==> config.mk <==
export PLATFORM = sky130hd
export DESIGN_NAME = chr_write_port
export DESIGN_NICKNAME = d
export VERILOG_FILES = /design/src/rtl/chr_wr_pkg.sv /design/src/rtl/cwp_sync.sv /design/src/rtl/cwp_clr_sync.sv /design/src/rtl/cwp_ctrl.sv /design/src/rtl/cwp_counter.sv /design/src/rtl/cwp_store.sv /design/src/rtl/chr_write_port.sv
export SDC_FILE = /design/constraint.sdc
export NUM_CORES = 1
export LEC_CHECK = 0
export BUFFER_PORTS_ARGS = -buffer_cell sky130_fd_sc_hd__buf_2
export CORE_ASPECT_RATIO = 1.2
export CORE_MARGIN = 5
export CORE_UTILIZATION = 55
export CTS_BUF_LIST = sky130_fd_sc_hd__clkbuf_16
export CTS_CLUSTER_SIZE = 28
export DETAILED_ROUTE_END_ITERATION = 10
export PLACE_DENSITY = 0.74
export SKIP_CTS_REPAIR_TIMING = 1
export SYNTH_ARGS = -nofsm -noshare
export SYNTH_HDL_FRONTEND = slang
export SYNTH_SLANG_ARGS = --single-unit
==> constraint.sdc <==
create_clock -name clk -period 2.1 [get_ports clk]
set_clock_uncertainty 0.05 [all_clocks]
set_input_delay 0.21 -clock clk [delete_from_list [all_inputs] [get_ports clk]]
set_output_delay 0.21 -clock clk [all_outputs]
set_load 0.02 [all_outputs]
==> src/rtl/chr_wr_pkg.sv <==
package chr_wr_pkg;

    typedef enum logic {
        MODE_RA = 1'b0,
        MODE_SA = 1'b1
    } wr_mode_e;

    typedef enum logic [1:0] {
        ST_IDLE     = 2'd0,
        ST_RA_ARMED = 2'd1,
        ST_SA_ARMED = 2'd2,
        ST_SA_SKIP  = 2'd3
    } wr_state_e;

endpackage

==> src/rtl/cwp_sync.sv <==
module cwp_sync #(
    parameter int STAGES  = 2,
    parameter bit RST_VAL = 1'b0
) (
    input  logic clk,
    input  logic rst_n,
    input  logic d,
    output logic q
);
    logic [STAGES-1:0] sr;

    always_ff @(posedge clk or negedge rst_n) begin
        if (!rst_n) begin
            sr <= {STAGES{RST_VAL}};
        end else begin
            sr <= {sr[STAGES-2:0], d};
        end
    end

    assign q = sr[STAGES-1];
endmodule

==> src/rtl/cwp_clr_sync.sv <==
module cwp_clr_sync #(
    parameter int STAGES = 2
) (
    input  logic clk,
    input  logic arst_n,
    output logic clr_n
);
    logic [STAGES-1:0] sr;

    // asserted at once, released on the clock
    always_ff @(posedge clk or negedge arst_n) begin
        if (!arst_n) begin
            sr <= '0;
        end else begin
            sr <= {sr[STAGES-2:0], 1'b1};
        end
    end

    assign clr_n = sr[STAGES-1];
endmodule

==> src/rtl/cwp_ctrl.sv <==
module cwp_ctrl
    import chr_wr_pkg::*;
#(
    parameter int ADDR_W = 3
) (
    input  logic              clk,
    input  logic              rst_n,
    input  logic              start,
    input  logic              finish,
    input  logic              mode_in,
    input  logic [ADDR_W-1:0] addr_in,
    input  logic              full_i,
    input  logic [ADDR_W-1:0] cnt_addr,
    output logic              mode_sa,
    output logic              busy,
    output logic              we,
    output logic              cnt_inc,
    output logic              full_oe,
    output logic [ADDR_W-1:0] waddr
);
    wr_state_e         state, nxt;
    wr_mode_e          mode_q;
    logic [ADDR_W-1:0] addr_q;
    logic              oe_q;

    // next state
    always_comb begin
        nxt = state;
        unique case (state)
            ST_IDLE: begin
                if (start) begin
                    if (!mode_in)
                        nxt = ST_RA_ARMED;
                    else if (addr_in[0] && !full_i)
                        nxt = ST_SA_ARMED;
                    else
                        nxt = ST_SA_SKIP;
                end
            end
            ST_RA_ARMED, ST_SA_ARMED, ST_SA_SKIP: begin
                if (finish) nxt = ST_IDLE;
            end
            default: nxt = ST_IDLE;
        endcase
    end

    // state register and opening/closing captures
    always_ff @(posedge clk or negedge rst_n) begin
        if (!rst_n) begin
            state  <= ST_IDLE;
            mode_q <= MODE_RA;
            addr_q <= '0;
            oe_q   <= 1'b0;
        end else begin
            state <= nxt;
            if (state == ST_IDLE && start) begin
                mode_q <= wr_mode_e'(mode_in);
                addr_q <= addr_in;
                if (!mode_in) oe_q <= 1'b0;
            end
            if (state != ST_IDLE && finish) begin
                oe_q <= (mode_q == MODE_SA);
            end
        end
    end

    // outputs
    always_comb begin
        busy    = 1'b0;
        we      = 1'b0;
        cnt_inc = 1'b0;
        waddr   = addr_q;
        unique case (state)
            ST_RA_ARMED: begin
                busy = 1'b1;
                we   = finish;
            end
            ST_SA_ARMED: begin
                busy    = 1'b1;
                we      = finish;
                cnt_inc = finish;
                waddr   = cnt_addr;
            end
            ST_IDLE, ST_SA_SKIP: begin
                busy = 1'b0;
            end
            default: busy = 1'b0;
        endcase
    end

    assign mode_sa = (mode_q == MODE_SA);
    assign full_oe = oe_q;
endmodule

==> src/rtl/cwp_counter.sv <==
module cwp_counter #(
    parameter int CNT_W = 4
) (
    input  logic             clk,
    input  logic             clr_n,
    input  logic             inc,
    output logic [CNT_W-1:0] cnt
);
    always_ff @(posedge clk or negedge clr_n) begin
        if (!clr_n) begin
            cnt <= '0;
        end else if (inc && !cnt[CNT_W-1]) begin
            cnt <= cnt + 1'b1;
        end
    end
endmodule

==> src/rtl/cwp_store.sv <==
module cwp_store #(
    parameter int DATA_W = 6,
    parameter int SLOTS  = 8,
    localparam int ADDR_W = $clog2(SLOTS)
) (
    input  logic              clk,
    input  logic              clr_n,
    input  logic              we,
    input  logic [ADDR_W-1:0] waddr,
    input  logic [DATA_W-1:0] wdata,
    input  logic [ADDR_W-1:0] raddr,
    output logic [DATA_W-1:0] rdata
);
    localparam logic [DATA_W-1:0] BLANK = {1'b1, {(DATA_W-1){1'b0}}};

    logic [SLOTS-1:0][DATA_W-1:0] mem;
    logic [SLOTS-1:0]             slot_we;

    for (genvar i = 0; i < SLOTS; i++) begin : g_dec
        assign slot_we[i] = we && (waddr == ADDR_W'(i));
    end

    always_ff @(posedge clk or negedge clr_n) begin
        if (!clr_n) begin
            for (int i = 0; i < SLOTS; i++) mem[i] <= BLANK;
        end else begin
            for (int i = 0; i < SLOTS; i++) begin
                if (slot_we[i]) mem[i] <= wdata;
            end
        end
    end

    assign rdata = mem[raddr];
endmodule

==> src/rtl/chr_write_port.sv <==
module chr_write_port #(
    parameter int DATA_W      = 6,
    parameter int SLOTS       = 8,
    parameter int SYNC_STAGES = 2,
    localparam int ADDR_W = $clog2(SLOTS),
    localparam int CNT_W  = ADDR_W + 1
) (
    input  logic              clk,
    input  logic              rst_n,
    input  logic              wr_n,
    input  logic              cs_n,
    input  logic              mode_in,
    input  logic [ADDR_W-1:0] addr_in,
    input  logic [DATA_W-1:0] data_in,
    input  logic [ADDR_W-1:0] rd_addr,
    output logic [DATA_W-1:0] rd_data,
    output logic              full_o,
    output logic              full_oe,
    output logic              busy
);
    logic              en_raw, en_s, en_d;
    logic              start, finish;
    logic              mode_sa, clr_raw_n, arst_n, clr_n;
    logic              mem_we, cnt_inc;
    logic [ADDR_W-1:0] waddr;
    logic [CNT_W-1:0]  cnt;

    // combined strobe: both pins low
    assign en_raw = !wr_n && !cs_n;

    cwp_sync #(.STAGES(SYNC_STAGES), .RST_VAL(1'b0)) u_en_sync (
        .clk   (clk),
        .rst_n (rst_n),
        .d     (en_raw),
        .q     (en_s)
    );

    always_ff @(posedge clk or negedge rst_n) begin
        if (!rst_n) en_d <= 1'b0;
        else        en_d <= en_s;
    end

    assign start  = en_s && !en_d;
    assign finish = !en_s && en_d;

    // clear pin only live while the latched mode is sequential
    assign clr_raw_n = !(mode_sa && !addr_in[1]);
    assign arst_n    = rst_n && clr_raw_n;

    cwp_clr_sync #(.STAGES(SYNC_STAGES)) u_clr (
        .clk    (clk),
        .arst_n (arst_n),
        .clr_n  (clr_n)
    );

    cwp_ctrl #(.ADDR_W(ADDR_W)) u_ctrl (
        .clk      (clk),
        .rst_n    (rst_n),
        .start    (start),
        .finish   (finish),
        .mode_in  (mode_in),
        .addr_in  (addr_in),
        .full_i   (cnt[CNT_W-1]),
        .cnt_addr (cnt[ADDR_W-1:0]),
        .mode_sa  (mode_sa),
        .busy     (busy),
        .we       (mem_we),
        .cnt_inc  (cnt_inc),
        .full_oe  (full_oe),
        .waddr    (waddr)
    );

    cwp_counter #(.CNT_W(CNT_W)) u_cnt (
        .clk   (clk),
        .clr_n (clr_n),
        .inc   (cnt_inc),
        .cnt   (cnt)
    );

    cwp_store #(.DATA_W(DATA_W), .SLOTS(SLOTS)) u_store (
        .clk   (clk),
        .clr_n (clr_n),
        .we    (mem_we),
        .waddr (waddr),
        .wdata (data_in),
        .raddr (rd_addr),
        .rdata (rd_data)
    );

    assign full_o = cnt[CNT_W-1];
endmodule

==> summary.md, run 1 <==
| Metric | Value |
|---|---|
| Sw Share | `30.3%` |
| Total global routing overflow | `0` |
| HP Class | `input port to register` |
| Port Buf Inserts | `25` |
| Root Driver | `clkbuf_16` |
| Gr busiest metal | `met2` |
| Pleak | `1.68 nW` |
| Top area cells in the synthesized netlist | `dfrtp_1 (46%), mux2_2 (20%), mux4_2 (8.9%), dfstp_2 (6.9%), a211oi_4 (3.3%)` |
| Drt wl/cell | `20.1 um` |
| Wire length of the first global-routing pass | `10700 um` |
| Top cell type by total area after synthesis | `dfrtp_1` |
| VDD IR max | `0.886 mV` |
| Status | `complete, no violations` |
| Fill cells | `354` |
| Most frequent cells in the layout | `dfrtp_1 (55), mux2_2 (53), buf_2 (25), buf_4 (19), mux4_2 (12)` |
| Endpoint type of the worst setup path | `register` |
| DR vias | `1859` |
| Final estimated routing congestion in global placement | `0.861` |
| Fmax | `0.492 GHz` |
| Share of the synthesized area in the top cell type | `46.1%` |
| Seq cells post-synth | `64` |
| Pre-Repair DR Iteration Count | `4` |
| Clock power share | `26.6%` |
| Vias in the first global route | `2107` |
| Pwr/cell area | `1390 nW/um^2` |
| # H-tree levels | `3` |
| Share of post-route cells with drive strength above 1 | `58.3%` |
| Int Pwr | `3.65 mW` |
| Num CTS Buffers | `9` |
| Synth warnings | `0` |
| Worst slew pin tran | `659 ps` |
| Tmin final | `2030 ps` |
| Distinct cells, synth | `43` |
| Max-slew violations | `0` |
| Post-route setup TNS | `0 ps` |
| WL final | `6370 um` |
| Final Util | `70.4%` |
| Largest delay share family, worst path | `buffers and inverters` |
| Hold slack | `69.5 ps` |
| Grt met3 use | `4.75%` |
| Clock Path Buffers | `2` |
| 1st-iter DRT viols | `96` |
| Seq. cell area | `1610 sq um` |
| Clk Latency, worst-skew pair | `320 ps` |
| Via density | `5.88` |
| Total die area | `7120 sq um` |
| FP Rows | `29` |
| Syn Area/Cell | `15.8 sq um` |
| Setup violators final | `0` |
| CP max-delay cell | `dfrtp_1` |
| Number of I/O pins | `26` |
| Crit path kind | `register to register` |
| Combinational share of power | `32.6%` |
| NetSw | `1.58 mW` |
| Sequential share of power | `40.9%` |
| # DRC | `0` |
| CP Buf/Inv Count | `3` |
| Largest net degree at the start of global routing | `53` |
| Clk sink count | `64` |
| Mapped cell area | `3040 sq um` |
| Slowest stage delay, CP | `390 ps` |
| Global Route Usage Sum | `19.7%` |
| Commonest non-fill, non-tap cell in the layout | `dfrtp_1` |
| Final worst path period share | `96.9%` |
| CTS tree | `built` |
| Core footprint | `5330 sq um` |
| CP most frequent cell | `buf_4` |
| Data required, critical path | `2260 ps` |
| Antenna-violating nets left | `0` |
| Register area share after synthesis | `53.0%` |
| Synthesized net count | `213` |
| EDFF count, synth | `0` |
| Die H | `91.5 um` |
| Finished Layout Cells | `316` |
| Diode count | `0` |
| Ys async rst share | `100%` |
| NumNets Final | `270` |
| DP HPWL | `4440 um` |
| DP Cell Count | `293` |
| Max-cap violations | `0` |
| Slew margin rel. | `56.1%` |
| Setup crit start kind | `register` |
| GR Layer Usage met1 | `24.4%` |
| Met2 Use GR | `32.0%` |
| Synth-to-Final Area Change | `23.5%` |
| Antenna violations before repair | `0` |
| Crit path cell chain | `inv_2 > ha_4 > buf_4 > nor3b_1 > o211ai_1 > buf_4 > mux2_2` |
| Final Hold Fails | `0` |
| Power after layout | `5.23 mW` |
| DIE WIDTH | `77.9 um` |
| Initial core utilization | `57.0%` |
| Prevailing post-synth register cell | `dfrtp_1` |
| Arrival time worst endpoint | `2190 ps` |
| Multi-input gate area | `1420 sq um` |
| CP max FO | `6` |
| Synth Instances | `192` |
| Worst-path clk slew | `50 ps` |
layer usage:
metal / wire length (um) / share of wire, %
met1: 2590 / 41
met5: 0 / 0
met2: 3380 / 53
met4: 158 / 2.5
met3: 239 / 3.8
cell families (layout without fill, tap and decap cells):
group,count (synthesis),after routing,share of synthesized area (%)
adders and majority gates,4,4,1.65
buffers and inverters,8,70,1.27
muxes,72,72,31.5
other,1,1,0.123
xor gates and xnor gates,2,2,0.576
AOI/OAI and AO/OA,19,19,6.75
DFF,64,64,53.0
and+or+nand+nor,22,22,5.18
flip-flops by register name, summed over array words and instances, names as in the netlist:
register        cells
u_ctrl.addr_q       3
u_en_sync.sr        2
u_ctrl.state        2
u_ctrl.full_oe      1
u_store.mem        48
u_clr.sr            2
en_d                1
u_cnt.cnt           4
u_ctrl.mode_sa      1
worst register-to-register path, stage by stage (launching register included):
cell	delay, ps
dfrtp_1	390
inv_2	90
ha_4	170
buf_4	150
nor3b_1	360
o211ai_1	230
buf_4	210
mux2_2	260
cell type report:
cell class,instances,area share (%)
Clock buffer,9,6.00
Clock inverter,7,1.47
Inverter,4,0.400
Multi-Input combinational cell,120,37.9
Sequential cell,64,42.9
Tap cell,62,2.07
Timing Repair Buffer,50,9.26
synth_stat cells (all sizes together), types with 2 or more instances:
library cell and instances:
a211oi 7, a21oi 3, buf 3, dfrtp 56, dfstp 8, ha 4
inv 4, mux2 59, mux4 12, nand2 3, nand3b 5, nor2b 2
o211ai 2, or3b 3
power groups by stage:
stage | Sequential, mW | Clock (mW) | Combinational [mW]
after floorplan | 2.03 | 0 | 1.22
after global placement | 2.09 | 0 | 1.52
after detailed placement | 2.14 | 0 | 1.61
after CTS | 2.13 | 1.41 | 1.62
after global routing | 2.19 | 1.48 | 1.87
final | 2.14 | 1.39 | 1.70
per-stage QoR:
step / area (sq um) / setup slack, ps
6_report: 3760 / 65.9
2_1_floorplan: 3040 / 44.7
3_3_place_gp: 3380 / 21.6
4_1_cts: 3660 / -76.6
3_5_place_dp: 3380 / -56.6
5_1_grt: 3760 / -60.3
path summary, 6_finish.rpt:
check | from | to | slack (ps) | cells past startpoint
worst min register to register | u_ctrl.mode_sa$_DFFE_PN0P_ | u_clr.sr[0]$_DFF_PN0_ | 240 | 1
worst max register to register | u_ctrl.state[0]$_DFFE_PN0P_ | u_store.mem[27]$_DFFE_PN0P_ | 70 | 7
worst min-delay path | addr_in[2] | u_ctrl.addr_q[2]$_DFFE_PN0P_ | 70 | 2
min in group asynchronous | rst_n | u_ctrl.addr_q[0]$_DFFE_PN0P_ | 230 | 2
max in group asynchronous | rst_n | u_clr.sr[1]$_DFF_PN0_ | 1210 | 3
worst max-delay path | u_ctrl.state[0]$_DFFE_PN0P_ | u_store.mem[27]$_DFFE_PN0P_ | 70 | 7
Power figures use the tool's default switching activity.
==> inputs of run 2 (changes only) <==
--- a/config.mk
+++ b/config.mk
@@ -6,13 +6,16 @@
 export NUM_CORES = 1
 export LEC_CHECK = 0
 export BUFFER_PORTS_ARGS = -buffer_cell sky130_fd_sc_hd__buf_2
+export CELL_PAD_IN_SITES_DETAIL_PLACEMENT = 0
+export CELL_PAD_IN_SITES_GLOBAL_PLACEMENT = 1
 export CORE_ASPECT_RATIO = 1.2
 export CORE_MARGIN = 5
-export CORE_UTILIZATION = 55
+export CORE_UTILIZATION = 50
 export CTS_BUF_LIST = sky130_fd_sc_hd__clkbuf_16
 export CTS_CLUSTER_SIZE = 28
 export DETAILED_ROUTE_END_ITERATION = 10
-export PLACE_DENSITY = 0.74
+export HOLD_SLACK_MARGIN = 0.1
+export PLACE_DENSITY_LB_ADDON = 0.1
 export SKIP_CTS_REPAIR_TIMING = 1
 export SYNTH_ARGS = -nofsm -noshare
 export SYNTH_HDL_FRONTEND = slang
==> summary.md, run 2 (synthesis gave the netlist of run 1 again) <==
| Metric | Value |
|---|---|
| Drt wl/cell | `18.3 um (was 20.1 um)` |
| CP Buf/Inv Count | `2 (was 3)` |
| Clk sink count | `64 (unchanged)` |
| Synth-to-Final Area Change | `26.5% (was 23.5%)` |
| Cell depth of the worst flop-to-flop path | `6 (was 7)` |
| Port Buf Inserts | `25 (unchanged)` |
| Die H | `95.4 um (was 91.5 um)` |
| Crit path kind | `register to register (unchanged)` |
| Global Route Usage Sum | `18.2% (was 19.7%)` |
| Finished Layout Cells | `340 (was 316)` |
| FP Rows | `31 (was 29)` |
| # DRC | `0 (unchanged)` |
| Diode count | `0 (unchanged)` |
| Num CTS Buffers | `9 (unchanged)` |
| CP Launch Point | `u_ctrl.state[1]$_DFFE_PN0P_ (was u_ctrl.state[0]$_DFFE_PN0P_)` |
| HP Class | `input port to register (unchanged)` |
| Max-cap violations | `0 (unchanged)` |
| Final Util | `64.4% (was 70.4%)` |
| Pleak | `1.71 nW (was 1.68 nW)` |
| Root Driver | `clkbuf_16 (unchanged)` |
| Multi-input gate area | `1430 sq um (was 1420 sq um)` |
| Tmin final | `2020 ps (was 2030 ps)` |
| Hold path cells | `2 (unchanged)` |
| Crit path cell chain | `ha_4 > buf_4 > nand3b_1 > a211oi_4 > buf_4 > mux2_2 (was inv_2 > ha_4 > buf_4 > nor3b_1 > o211ai_1 > buf_4 > mux2_2)` |
| Share of post-route cells with drive strength above 1 | `59.3% (was 58.3%)` |
| DP HPWL | `4580 um (was 4440 um)` |
| Pre-Repair DR Iteration Count | `4 (unchanged)` |
| Worst slew pin tran | `652 ps (was 659 ps)` |
| Pwr/cell area | `1390 nW/um^2 (about the same)` |
| Antenna violations before repair | `0 (unchanged)` |
| DIE WIDTH | `81.2 um (was 77.9 um)` |
| # H-tree levels | `3 (unchanged)` |
| Hold Path Origin | `mode_in (was addr_in[2])` |
| Total global routing overflow | `0 (unchanged)` |
| Final Hold Fails | `0 (unchanged)` |
| WL final | `6240 um (was 6370 um)` |
| DP Cell Count | `318 (was 293)` |
| Clock Path Buffers | `2 (unchanged)` |
| DR vias | `1858 (was 1859)` |
| Top flop regs | `u_store.mem (48), u_cnt.cnt (4), u_ctrl.addr_q (3) (unchanged)` |
| Initial core utilization | `50.9% (was 57.0%)` |
| Core footprint | `5970 sq um (was 5330 sq um)` |
| Fmax | `0.494 GHz (was 0.492 GHz)` |
| Max-slew violations | `0 (unchanged)` |
| Vias in the first global route | `1971 (was 2107)` |
| Slew margin rel. | `56.5% (was 56.1%)` |
| Arrival time worst endpoint | `2180 ps (was 2190 ps)` |
| Largest net degree at the start of global routing | `53 (unchanged)` |
| Power after layout | `5.35 mW (was 5.23 mW)` |
| Post-route setup TNS | `0 ps (unchanged)` |
| Fill cells | `487 (was 354)` |
| Status | `complete, no violations (unchanged)` |
| Slowest stage delay, CP | `420 ps (was 390 ps)` |
| Worst-path clk slew | `50 ps (about the same)` |
| Setup violators final | `0 (unchanged)` |
| Wire length of the first global-routing pass | `10100 um (was 10700 um)` |
| Number of I/O pins | `26 (unchanged)` |
| Clk Latency, worst-skew pair | `320 ps (about the same)` |
| Via density | `5.46 (was 5.88)` |
| CP most frequent cell | `buf_4 (unchanged)` |
| Max reg flops | `48 (unchanged)` |
| Final worst path period share | `96.4% (was 96.9%)` |
| CP max-delay cell | `dfrtp_1 (unchanged)` |
| Most frequent cells in the layout | `dfrtp_1 (55), mux2_2 (53), buf_2 (25), buf_4 (21), mux4_2 (12) (was dfrtp_1 (55), mux2_2 (53), buf_2 (25), buf_4 (19), mux4_2 (12))` |
| Cell count along the critical path | `6 (was 7)` |
| CP max FO | `6 (unchanged)` |
| Largest delay share family, worst path | `flip-flops (was buffers and inverters)` |
| Total die area | `7750 sq um (was 7120 sq um)` |
| NumNets Final | `274 (was 270)` |
| Setup crit start kind | `register (unchanged)` |
| Seq. cell area | `1610 sq um (unchanged)` |
| 1st-iter DRT viols | `59 (was 96)` |
| Crit Reg-Reg Startpoint | `u_ctrl.state[1]$_DFFE_PN0P_ (was u_ctrl.state[0]$_DFFE_PN0P_)` |
| VDD IR max | `1.01 mV (was 0.886 mV)` |
| Commonest non-fill, non-tap cell in the layout | `dfrtp_1 (unchanged)` |
| Biggest register | `u_store.mem (unchanged)` |
| Antenna-violating nets left | `0 (unchanged)` |
| Data required, critical path | `2260 ps (about the same)` |
| Endpoint type of the worst setup path | `register (unchanged)` |
| CTS tree | `built (unchanged)` |
| Final estimated routing congestion in global placement | `0.780 (was 0.861)` |
[run 2: cell count changes in the layout (fill, tap and decap cells not counted), sizes merged]
cell         previous run  this run
clkinvlp                0         1
bufinv                  1         2
buf                    46        48
dlygate4sd3             4         6
inv                     6         4
[run 2: worst paths after layout]
path	end	slack, ps
max	u_store.mem[44]$_DFFE_PN0P_	80
min	u_ctrl.mode_sa$_DFFE_PN0P_	100
max reg2reg	u_store.mem[44]$_DFFE_PN0P_	80
min reg2reg	u_clr.sr[1]$_DFF_PN0_	230
max in group asynchronous	u_clr.sr[1]$_DFF_PN0_	1200
min in group asynchronous	u_clr.sr[1]$_DFF_PN0_	230
[run 2: final cells by class]
type / instances / area share (%)
well taps: 82 / 2.67
repair buffers: 54 / 9.73
clock buffers: 9 / 5.86
inverters: 4 / 0.390
multi-input cells: 120 / 37.2
clock inverters: 7 / 2.24
flip-flops and latches: 64 / 41.9
[run 2: where the power goes]
part | internal [mW] | total [mW] | switching [mW]
combinational | 0.948 | 1.68 | 0.731
clock | 1.03 | 1.54 | 0.517
sequential | 1.79 | 2.13 | 0.334
total | 3.77 | 5.35 | 1.58
[run 2: worst reg2reg max path, delay by kind of cell (launching register included)]
kind	cells	cell delay [ps]
compound gates	1	330
mux	1	340
buf+inv	2	320
flops	1	420
fa+ha+maj	1	200
simple gates	1	250
[run 2: stage by stage]
stage          instance area, sq um  setup WS, ps  hold WS (ps)
6_report                       3850          75.1           103
5_1_grt                        3850         -9.74           120
4_1_cts                        3740         -37.0          -315
3_5_place_dp                   3430         -31.5          34.8
3_3_place_gp                   3430          14.9          33.3
2_1_floorplan                  3040          44.7          -136
[run 2: routing by layer]
metal / share of wire, % / track usage [%] / up-vias / wire length (um)
met5: 0 / 0 / - / 0
met3: 3.9 / 4.35 / 10 / 246
met1: 40 / 21.0 / 964 / 2490
met4: 1.7 / 8.03 / 0 / 105
met2: 54 / 32.0 / 35 / 3400
li1: - / - / 849 / -
==> inputs of run 3 (changes only) <==
--- a/config.mk
+++ b/config.mk
@@ -6,6 +6,7 @@
 export NUM_CORES = 1
 export LEC_CHECK = 0
 export BUFFER_PORTS_ARGS = -buffer_cell sky130_fd_sc_hd__buf_2
+export CAP_MARGIN = 5
 export CELL_PAD_IN_SITES_DETAIL_PLACEMENT = 0
 export CELL_PAD_IN_SITES_GLOBAL_PLACEMENT = 1
 export CORE_ASPECT_RATIO = 1.2
@@ -19,4 +20,5 @@
 export SKIP_CTS_REPAIR_TIMING = 1
 export SYNTH_ARGS = -nofsm -noshare
 export SYNTH_HDL_FRONTEND = slang
+export SYNTH_HIERARCHICAL = 1
 export SYNTH_SLANG_ARGS = --single-unit
==> summary.md, run 3 <==
| Metric | Value |
|---|---|
| Status | `complete, no violations (unchanged)` |
| Final worst path period share | `97.7% (was 96.4%)` |
| Arrival time worst endpoint | `2200 ps (was 2180 ps)` |
| Clock power share | `26.2% (was 28.9%)` |
| Share of the synthesized area in the top cell type | `46.6% (was 46.1%)` |
| NetSw | `1.47 mW (was 1.58 mW)` |
| Sw Share | `28.4% (was 29.6%)` |
| Via density | `5.48 (was 5.46)` |
| Number of I/O pins | `26 (unchanged)` |
| Synthesized net count | `206 (was 213)` |
| HP Class | `input port to register (unchanged)` |
| Final estimated routing congestion in global placement | `0.747 (was 0.780)` |
| Setup crit start kind | `register (unchanged)` |
| Top cells by count, synth | `mux2_2 (57), dfrtp_1 (56), mux4_1 (12), dfstp_2 (8), buf_2 (7) (was dfrtp_1 (56), mux2_2 (54), mux4_2 (12), dfstp_2 (8))` |
| Tmin final | `2050 ps (was 2020 ps)` |
| Combinational share of power | `32.2% (was 31.4%)` |
| Wire length of the first global-routing pass | `9900 um (was 10100 um)` |
| Seq cells post-synth | `64 (unchanged)` |
| Fill cells | `441 (was 487)` |
| Grt met3 use | `3.24% (was 4.35%)` |
| VDD IR max | `0.780 mV (was 1.01 mV)` |
| Core footprint | `5930 sq um (was 5970 sq um)` |
| DP HPWL | `4160 um (was 4580 um)` |
| Final Hold Fails | `0 (unchanged)` |
| Distinct cells, synth | `33 (was 43)` |
| Most frequent cells in the layout | `dfrtp_1 (55), mux2_2 (54), buf_2 (25), mux4_1 (12), buf_4 (10) (was dfrtp_1 (55), mux2_2 (53), buf_2 (25), buf_4 (21), mux4_2 (12))` |
| Fmax | `0.488 GHz (was 0.494 GHz)` |
| Register area share after synthesis | `53.6% (was 53.0%)` |
| Global Route Usage Sum | `17.9% (was 18.2%)` |
| Initial core utilization | `50.7% (was 50.9%)` |
| NumNets Final | `250 (was 274)` |
| Num CTS Buffers | `9 (unchanged)` |
| # H-tree levels | `3 (unchanged)` |
| FP Rows | `31 (unchanged)` |
| Top flop regs | `u_store/mem (48), u_cnt/cnt (4), u_ctrl/addr_q (3) (was u_store.mem (48), u_cnt.cnt (4), u_ctrl.addr_q (3))` |
| Vias in the first global route | `1840 (was 1971)` |
| Power after layout | `5.19 mW (was 5.35 mW)` |
| Simple logic cell fraction of the synthesized area | `5.28% (was 5.18%)` |
| Post-synthesis mux area share | `34.6% (was 31.5%)` |
| Share of post-route cells with drive strength above 1 | `55.6% (was 59.3%)` |
| Synth Area in XOR/XNOR | `0.582% (was 0.576%)` |
| Die H | `95.0 um (was 95.4 um)` |
| Biggest register | `u_store/mem (was u_store.mem)` |
| Total die area | `7680 sq um (was 7750 sq um)` |
| Post-route setup TNS | `0 ps (unchanged)` |
| Worst slew pin tran | `696 ps (was 652 ps)` |
| Clk Latency, worst-skew pair | `320 ps (about the same)` |
| DR vias | `1733 (was 1858)` |
| Clock Path Buffers | `2 (unchanged)` |
| CTS tree | `built (unchanged)` |
| Int Pwr | `3.72 mW (was 3.77 mW)` |
| Gr busiest metal | `met2 (unchanged)` |
| Ys async rst share | `100% (unchanged)` |
| Pre-Repair DR Iteration Count | `4 (unchanged)` |
| Data required, critical path | `2250 ps (was 2260 ps)` |
| Max reg flops | `48 (unchanged)` |
| Sequential share of power | `41.5% (was 39.8%)` |
| DIE WIDTH | `80.8 um (was 81.2 um)` |
| Synth-to-Final Area Change | `22.4% (was 26.5%)` |
| Endpoint type of the worst setup path | `register (unchanged)` |
| Clk sink count | `64 (unchanged)` |
| Max-slew violations | `0 (unchanged)` |
| Synth Instances | `185 (was 192)` |
| Largest family of logic cells by synthesized area | `multiplexers (unchanged)` |
| Pleak | `1.68 nW (was 1.71 nW)` |
| GR Layer Usage met1 | `21.0% (about the same)` |
| 1st-iter DRT viols | `74 (was 59)` |
| Port Buf Inserts | `25 (unchanged)` |
| Worst-path clk slew | `50 ps (about the same)` |
| Antenna violations before repair | `0 (unchanged)` |
| Max-cap violations | `0 (unchanged)` |
| Top-count cell post-synth | `mux2_2 (was dfrtp_1)` |
| Synth Area in Compound Gates | `1.87% (was 6.75%)` |
| # DRC | `0 (unchanged)` |
| Adder-Cell Fraction of Synth Area | `1.66% (was 1.65%)` |
| CP max FO | `8 (was 6)` |
| Top area cells in the synthesized netlist | `dfrtp_1 (47%), mux2_2 (21%), mux4_1 (10%), dfstp_2 (7.0%), mux2_4 (2.5%) (was dfrtp_1 (46%), mux2_2 (20%), mux4_2 (8.9%), dfstp_2 (6.9%), a211oi_4 (3.3%))` |
| Drt wl/cell | `19.0 um (was 18.3 um)` |
| Pwr/cell area | `1410 nW/um^2 (was 1390 nW/um^2)` |
| Slew margin rel. | `53.6% (was 56.5%)` |
| Antenna-violating nets left | `0 (unchanged)` |
| Total global routing overflow | `0 (unchanged)` |
| Syn Area/Cell | `16.3 sq um (was 15.8 sq um)` |
| Root Driver | `clkbuf_16 (unchanged)` |
| EDFF count, synth | `0 (unchanged)` |
| Diode count | `0 (unchanged)` |
| Setup violators final | `0 (unchanged)` |
| Met2 Use GR | `31.2% (was 32.0%)` |
| Crit path kind | `register to register (unchanged)` |
| Prevailing post-synth register cell | `dfrtp_1 (unchanged)` |
| Mapped cell area | `3010 sq um (was 3040 sq um)` |
| Largest net degree at the start of global routing | `33 (was 53)` |
| Top cell type by total area after synthesis | `dfrtp_1 (unchanged)` |
| Synth warnings | `6 (was 0)` |
| WL final | `5990 um (was 6240 um)` |
| Commonest non-fill, non-tap cell in the layout | `dfrtp_1 (unchanged)` |
## run 3: changes by cell type after synthesis, sizes merged, moves of 2 or more
| cell | change |
|---|---|
| a211oi | -7 |
| buf | +6 |
| a21oi | -3 |
| mux2 | +3 |
| nand3b | -3 |
| nand4b | +3 |
| nor4bb | +3 |
| or3b | -3 |
| a32o | +2 |
| nand2 | -2 |
## run 3: kinds of logic after synthesis
kind of cell	Yosys count
AND/OR/NAND/NOR	18
multiplexers	75
buffers and inverters	14
XOR/XNOR	2
adder cells (fa/ha/maj)	4
other	1
AO/OA/AOI/OAI	7
flip-flops	64
## run 3: worst paths after layout
path                                               endpoint                   startpoint  cells after the start  slack, ps
worst max-delay path            u_store/mem[10]$_DFFE_PN0P_  u_ctrl/state[0]$_DFFE_PN0P_                      6         50
worst min-delay path             u_ctrl/mode_sa$_DFFE_PN0P_                      mode_in                      2        140
worst max register to register  u_store/mem[10]$_DFFE_PN0P_  u_ctrl/state[0]$_DFFE_PN0P_                      6         50
worst min register to register        u_clr/sr[0]$_DFF_PN0_   u_ctrl/mode_sa$_DFFE_PN0P_                      1        190
max in group asynchronous       u_store/mem[17]$_DFFE_PN1P_        u_clr/sr[1]$_DFF_PN0_                      1       1030
min in group asynchronous             u_clr/sr[0]$_DFF_PN0_   u_ctrl/mode_sa$_DFFE_PN0P_                      1        190
## run 3: layout make-up
type | count | area (sq um) | area share [%]
Multi-Input combinational cell | 107 | 1390 | 37.8
Inverter | 4 | 15.0 | 0.408
Clock buffer | 9 | 225 | 6.11
Tap cell | 82 | 103 | 2.79
Sequential cell | 64 | 1610 | 43.8
Timing Repair Buffer | 43 | 283 | 7.68
Clock inverter | 7 | 53.8 | 1.46
## run 3: power groups by stage
stage               logic (mW)  clock network (mW)  registers, mW
global placement          1.46                   0           2.13
CTS                       1.57                1.40           2.15
global route              1.82                1.45           2.23
detailed placement        1.55                   0           2.17
floorplan                 1.25                   0           2.05
finish                    1.67                1.36           2.15
## run 3: routing by layer
metal / share of wire (%) / routed length, um / vias to the layer above
li1: - / - / 793
met1: 39 / 2320 / 904
met2: 57 / 3390 / 30
met3: 3.5 / 207 / 6
met4: 1.1 / 68 / 0
met5: 0 / 0 / -
## run 3: through the flow
step                      setup slack [ps]  instance area [sq um]  hold WS [ps]  utilization, %  std cells
after floorplan                       5.72                   3010          -136               -        185
after global routing                 -34.1                   3680           132            62.1        316
after CTS                             -139                   3550          -307            59.9        310
final                                 49.1                   3680           138            62.1        316
after detailed placement              -129                   3270          30.6            55.2        294
after global placement                9.87                   3270          27.5            55.2        294
## run 3: critical path: stages, from the launching register on
cell	delay, ps
dfrtp_1	390
inv_2	80
ha_4	170
mux2_4	370
nor4bb_2	310
buf_4	220
mux2_2	340
